## src/rtl/phy_bringup_seq.sv

```systemverilog
module phy_bringup_seq #(
  parameter int          DELAY_TICKS    = 1000,
  parameter logic [4:0]  CTRL_REG       = 5'd0,
  parameter logic [4:0]  STAT_REG       = 5'd1,
  parameter logic [4:0]  ADV_REG        = 5'd4,
  parameter logic [4:0]  STATOUT_REG    = 5'd18,
  parameter logic [4:0]  IMASK_REG      = 5'd19,
  parameter int          RST_BIT        = 15,
  parameter int          ANEN_BIT       = 12,
  parameter int          ANRST_BIT      = 9,
  parameter int          ACK_BIT        = 5,
  parameter logic [15:0] IMASK_VAL      = 16'h00FF,
  parameter logic [15:0] ADV_VAL        = 16'h01E1,
  parameter int          RST_POLL_LIMIT = 3,
  parameter int          ITER_LIMIT     = 1024,
  parameter int          RESTART_PERIOD = 128
) (
  input  logic        clk,
  input  logic        rst_n,
  input  logic        start,
  input  logic        tick,
  output logic        busy,
  output logic        done,
  output logic        fail,
  output logic        mgmt_start,
  output logic        mgmt_write,
  output logic [4:0]  mgmt_reg,
  output logic [15:0] mgmt_wdata,
  input  logic        mgmt_done,
  input  logic [15:0] mgmt_rdata
);
  localparam int DW = $clog2(3 * DELAY_TICKS + 1);
  localparam int IW = $clog2(ITER_LIMIT + 1);
  localparam int PW = $clog2(RESTART_PERIOD);
  localparam int RW = $clog2(RST_POLL_LIMIT + 2) + 1;
  localparam logic [DW-1:0] U1 = DW'(DELAY_TICKS);
  localparam logic [DW-1:0] U2 = DW'(2 * DELAY_TICKS);
  localparam logic [DW-1:0] U3 = DW'(3 * DELAY_TICKS);
  localparam logic [15:0] RST_WORD = 16'(1) << RST_BIT;
  localparam logic [15:0] AN_WORD  = (16'(1) << ANEN_BIT) | (16'(1) << ANRST_BIT);

  typedef enum logic [3:0] {
    S_IDLE, S_RST_WR, S_RST_DLY, S_RST_RD, S_SOR_DLY, S_SOR_RD, S_MSK_WR,
    S_ADV_WR, S_AN_WR, S_AN_DLY, S_ST_RD, S_GAP_DLY, S_OK, S_BAD
  } st_t;

  st_t           state;
  logic          sent;
  logic [DW-1:0] dly;
  logic [RW-1:0] rpoll;
  logic [IW-1:0] iter;
  logic [IW-1:0] iter_nx;
  logic          in_txn, is_dly, dly_end, ack;

  assign in_txn  = state inside {S_RST_WR, S_RST_RD, S_SOR_RD, S_MSK_WR, S_ADV_WR, S_AN_WR, S_ST_RD};
  assign is_dly  = state inside {S_RST_DLY, S_SOR_DLY, S_AN_DLY, S_GAP_DLY};
  assign dly_end = is_dly && tick && (dly == DW'(1));
  assign ack     = sent && mgmt_done;
  assign iter_nx = iter + IW'(1);

  assign mgmt_start = in_txn && !sent;
  assign mgmt_write = state inside {S_RST_WR, S_MSK_WR, S_ADV_WR, S_AN_WR};
  assign busy       = !(state inside {S_IDLE, S_OK, S_BAD});
  assign done       = (state == S_OK);
  assign fail       = (state == S_BAD);

  always_comb begin
    mgmt_reg   = CTRL_REG;
    mgmt_wdata = 16'h0000;
    case (state)
      S_RST_WR: mgmt_wdata = RST_WORD;
      S_SOR_RD: mgmt_reg   = STATOUT_REG;
      S_MSK_WR: begin mgmt_reg = IMASK_REG; mgmt_wdata = IMASK_VAL; end
      S_ADV_WR: begin mgmt_reg = ADV_REG;   mgmt_wdata = ADV_VAL;   end
      S_AN_WR:  mgmt_wdata = AN_WORD;
      S_ST_RD:  mgmt_reg   = STAT_REG;
      default:  ;
    endcase
  end

  always_ff @(posedge clk or negedge rst_n) begin
    if (!rst_n) begin
      state <= S_IDLE;
      sent  <= 1'b0;
      dly   <= '0;
      rpoll <= '0;
      iter  <= '0;
    end else begin
      if (mgmt_start) sent <= 1'b1;
      if (is_dly && tick && !dly_end) dly <= dly - DW'(1);
      case (state)
        S_IDLE, S_OK, S_BAD:
          if (start) begin
            state <= S_RST_WR;
            rpoll <= '0;
            iter  <= '0;
          end
        S_RST_WR:
          if (ack) begin sent <= 1'b0; state <= S_RST_DLY; dly <= U1; end
        S_RST_DLY:
          if (dly_end) state <= S_RST_RD;
        S_RST_RD:
          if (ack) begin
            sent  <= 1'b0;
            rpoll <= rpoll + RW'(1);
            dly   <= U1;
            if (!mgmt_rdata[RST_BIT])                  state <= S_SOR_DLY;
            else if (rpoll > RW'(RST_POLL_LIMIT))     state <= S_BAD;
            else                                       state <= S_RST_DLY;
          end
        S_SOR_DLY:
          if (dly_end) state <= S_SOR_RD;
        S_SOR_RD:
          if (ack) begin sent <= 1'b0; state <= S_MSK_WR; end
        S_MSK_WR:
          if (ack) begin sent <= 1'b0; state <= S_ADV_WR; end
        S_ADV_WR:
          if (ack) begin sent <= 1'b0; iter <= '0; state <= S_AN_WR; end
        S_AN_WR:
          if (ack) begin sent <= 1'b0; state <= S_AN_DLY; dly <= U2; end
        S_AN_DLY:
          if (dly_end) state <= S_ST_RD;
        S_ST_RD:
          if (ack) begin
            sent <= 1'b0;
            dly  <= U3;
            state <= mgmt_rdata[ACK_BIT] ? S_OK : S_GAP_DLY;
          end
        S_GAP_DLY:
          if (dly_end) begin
            iter <= iter_nx;
            if (iter_nx == IW'(ITER_LIMIT))      state <= S_BAD;
            else if (iter_nx[PW-1:0] == '0)      state <= S_AN_WR;
            else                                 state <= S_ST_RD;
          end
        default: state <= S_IDLE;
      endcase
    end
  end
endmodule


```

## config.mk

```make
export PLATFORM = sky130hd
export DESIGN_NAME = phy_bringup_seq
export DESIGN_NICKNAME = d
export VERILOG_FILES = /design/src/rtl/phy_bringup_seq.sv
export SDC_FILE = /design/constraint.sdc
export NUM_CORES = 1
export LEC_CHECK = 0
export ABC_AREA = 1
export BUFFER_PORTS_ARGS = -buffer_cell sky130_fd_sc_hd__buf_2
export CAP_MARGIN = 20
export CORE_MARGIN = 4
export CORE_UTILIZATION = 25
export CTS_CLUSTER_DIAMETER = 100
export CTS_CLUSTER_SIZE = 12
export DETAILED_ROUTE_END_ITERATION = 12
export PLACE_DENSITY = 0.51
export SYNTH_ARGS = -nofsm -noshare
export SYNTH_HDL_FRONTEND = slang
export SYNTH_SLANG_ARGS = --single-unit
export TNS_END_PERCENT = 10
```

## constraint.sdc

```tcl
create_clock -name clk -period 1.8 [get_ports clk]
set_input_delay 0.18 -clock clk [delete_from_list [all_inputs] [get_ports clk]]
set_output_delay 0.18 -clock clk [all_outputs]
set_load 0.03 [all_outputs]
```

==> results.ini <==
[run_status]
outcome = finished, final reports clean

[placed_design]
dpl.hpwl_um = 4740
dp_cells = 560
place.gp.congestion = 0.834
post-place-ws_ns = 0.0450
portBuffers = 27

[yosys]
synth_seq_cells = 32
synthFlopType = dfrtp_1
yosysSeqAreaShare = 0.323
syn_area_um2 = 2480
synth_cells = 389
avgSynthCellArea_um2 = 6.37
async_reset_ff_frac = 1.00
synth_cell_types = 31
synth-edff-count = 0
yosysWarnings = 0

[sta]
finalHoldViolations = 0
slew_viol_final = 0
worst_pin_slew_ns = 0.767
setup_viol = 0
rsz0062_at_grt = yes
period_needed_ns = 1.72
finalCritPeriodShare = 0.958
relSlewSlack = 0.489
fin_hold_ws_ns = 0.229
fin_ws_ns = 0.0758
skew_ns = 0.0153
fmax_mhz = 580

[floorplan]
ios = 47
core_um2 = 9730
dieArea_um2 = 11600
row_count = 36
fp.dieW_um = 108
die_h_um = 108
initial_core_util = 0.255

[cts]
cts_sinks = 32
htreeDepth = 2
root_buffer = clkbuf_8
clk_latency_ns = 0.30
clk_pin_slew_ns = 0.08
clk_path_buf_depth = 2
numCtsBuffers = 5
cts_tree = built

[pwr]
power.total_mw = 4.60
p_per_area_nw_per_um2 = 1480
irDropWorstVdd_mv = 0.571
p_leak_nw = 1.69

[drt]
postRouteWirelength_um = 6130
via_count = 2408
vias_per_cell = 4.19
firstDrtPassIters = 4
detail_route.wl_per_cell_um = 10.7
drc = 0
drt-initial-drc-count = 76
antenna_left = 0

[critical_path]
cp-end-kind = flop
startpoint_type = flop
cp.required_ns = 2.03
crit_arrival_ns = 1.95
worst-setup-path-type = flop to flop
worst-path-max-fanout = 5

[global_route]
grt_pass1_vias = 2200
grt_pass1_wl_um = 10300
antenna_found_initial = 0
grt-ovfl-total = 0
grt_max_degree = 33
grt_use_total = 0.110

[finish]
stdcell_count = 575
layout_common_cells = nand2_1, inv_1, nor2_1
drive_above_1_share = 0.258
nNetsFinal = 466
final_common_cell = nand2_1
n_antenna_cell = 0
area_growth_pct = 25.8
utilization = 0.321

[flow_run]
cap_violations = 0

[min_path]
hold_class = input pin to flop

## synth_stat cells (2+ instances only)
library cell / instances / share of area
nand2_2: 3 / 0.0076
nand2_1: 142 / 0.22
nand3b_1: 4 / 0.012
buf_4: 14 / 0.042
nor2_4: 5 / 0.023
nor2_1: 41 / 0.062
nor3_1: 2 / 0.0040
o21ai_0: 4 / 0.0081
ha_1: 4 / 0.020
inv_2: 11 / 0.017
dfrtp_1: 32 / 0.32
nand3_1: 34 / 0.069
a21oi_1: 9 / 0.018
inv_1: 51 / 0.077
nor2_2: 4 / 0.010
nand3_2: 2 / 0.0081
o21ai_1: 4 / 0.0081
nand4_1: 4 / 0.010
o21bai_1: 2 / 0.0061
xor2_1: 6 / 0.021
## report_power, final
group / switching (mW) / total, mW / internal, mW
sequential: 0.139 / 1.04 / 0.901
combinational: 1.80 / 2.85 / 1.05
clock: 0.304 / 0.714 / 0.410
## path summary, 6_finish.rpt
path	startpoint	end	slack, ns	depth (start not counted)
worst max-delay path	dly[1]	iter[3]	0.08	10
worst min-delay path	mgmt_rdata[5]	state[2]	0.23	5
worst max register to register	dly[1]	iter[3]	0.08	10
worst min register to register	iter[10]	iter[10]	0.50	2
max in group asynchronous	rst_n	state[0]	0.78	2
min in group asynchronous	rst_n	iter[9]	0.50	2
## cells by family (layout without fill, tap and decap cells)
logic type,count (synthesis),count (layout),share of synthesized area
AOI/OAI and AO/OA,23,23,0.0560
xor gates and xnor gates,7,7,0.0247
adders and majority gates,4,4,0.0202
buffers and inverters,78,127,0.143
DFF,32,32,0.323
muxes,2,2,0.00858
other,1,5,0.00151
and+or+nand+nor,242,242,0.423
## stage by stage
stage | setup TNS [ns] | cell area [um^2]
after global routing | -0.150 | 3120
after floorplan | 0 | 2490
after CTS | 0 | 2980
final | 0 | 3120
after global placement | 0 | 2850
after detailed placement | 0 | 2850
## final cells by class
cell class,instances,area [um^2]
Fill cell,1107,6610
Multi-Input combinational cell,283,1420
Sequential cell,32,803
Timing Repair Buffer,56,372
Inverter,62,235
Tap cell,133,166
Clock buffer,5,68.8
Clock inverter,3,42.5
Timing Repair inverter,1,7.51
## sequential cells by signal, indices dropped and copies added, names as in the netlist
register,cells
state,4
iter,11
rpoll,4
sent,1
dly,12
## worst max-delay path: stages, from the launching register on
cell and delay [ns]:
dfrtp_1 0.39, inv_1 0.09, ha_2 0.20, nand3_1 0.07, nand3b_1 0.24, buf_4 0.20, nor2_4 0.11, nand3_4 0.11
clkinvlp_4 0.13, nand2_1 0.06, nand2_1 0.06
## repair_timing
item | CTS | global route
hold buffers | 1 | 0
pin swaps | 0 | 4
resized for setup | 5 | 31
buffers inserted | 1 | 4
setup endpoints to repair | 2 | 35
cloned | 0 | 1
hold endpoints to repair | 26 | 0
## routing by layer
metal,GRT usage,vias up,part of all wire
met5,0,-,0
met4,0.0352,0,0.013
met3,0.0228,7,0.033
met2,0.173,36,0.44
met1,0.151,1075,0.51
li1,-,1290,-
Power figures use the tool's default switching activity.
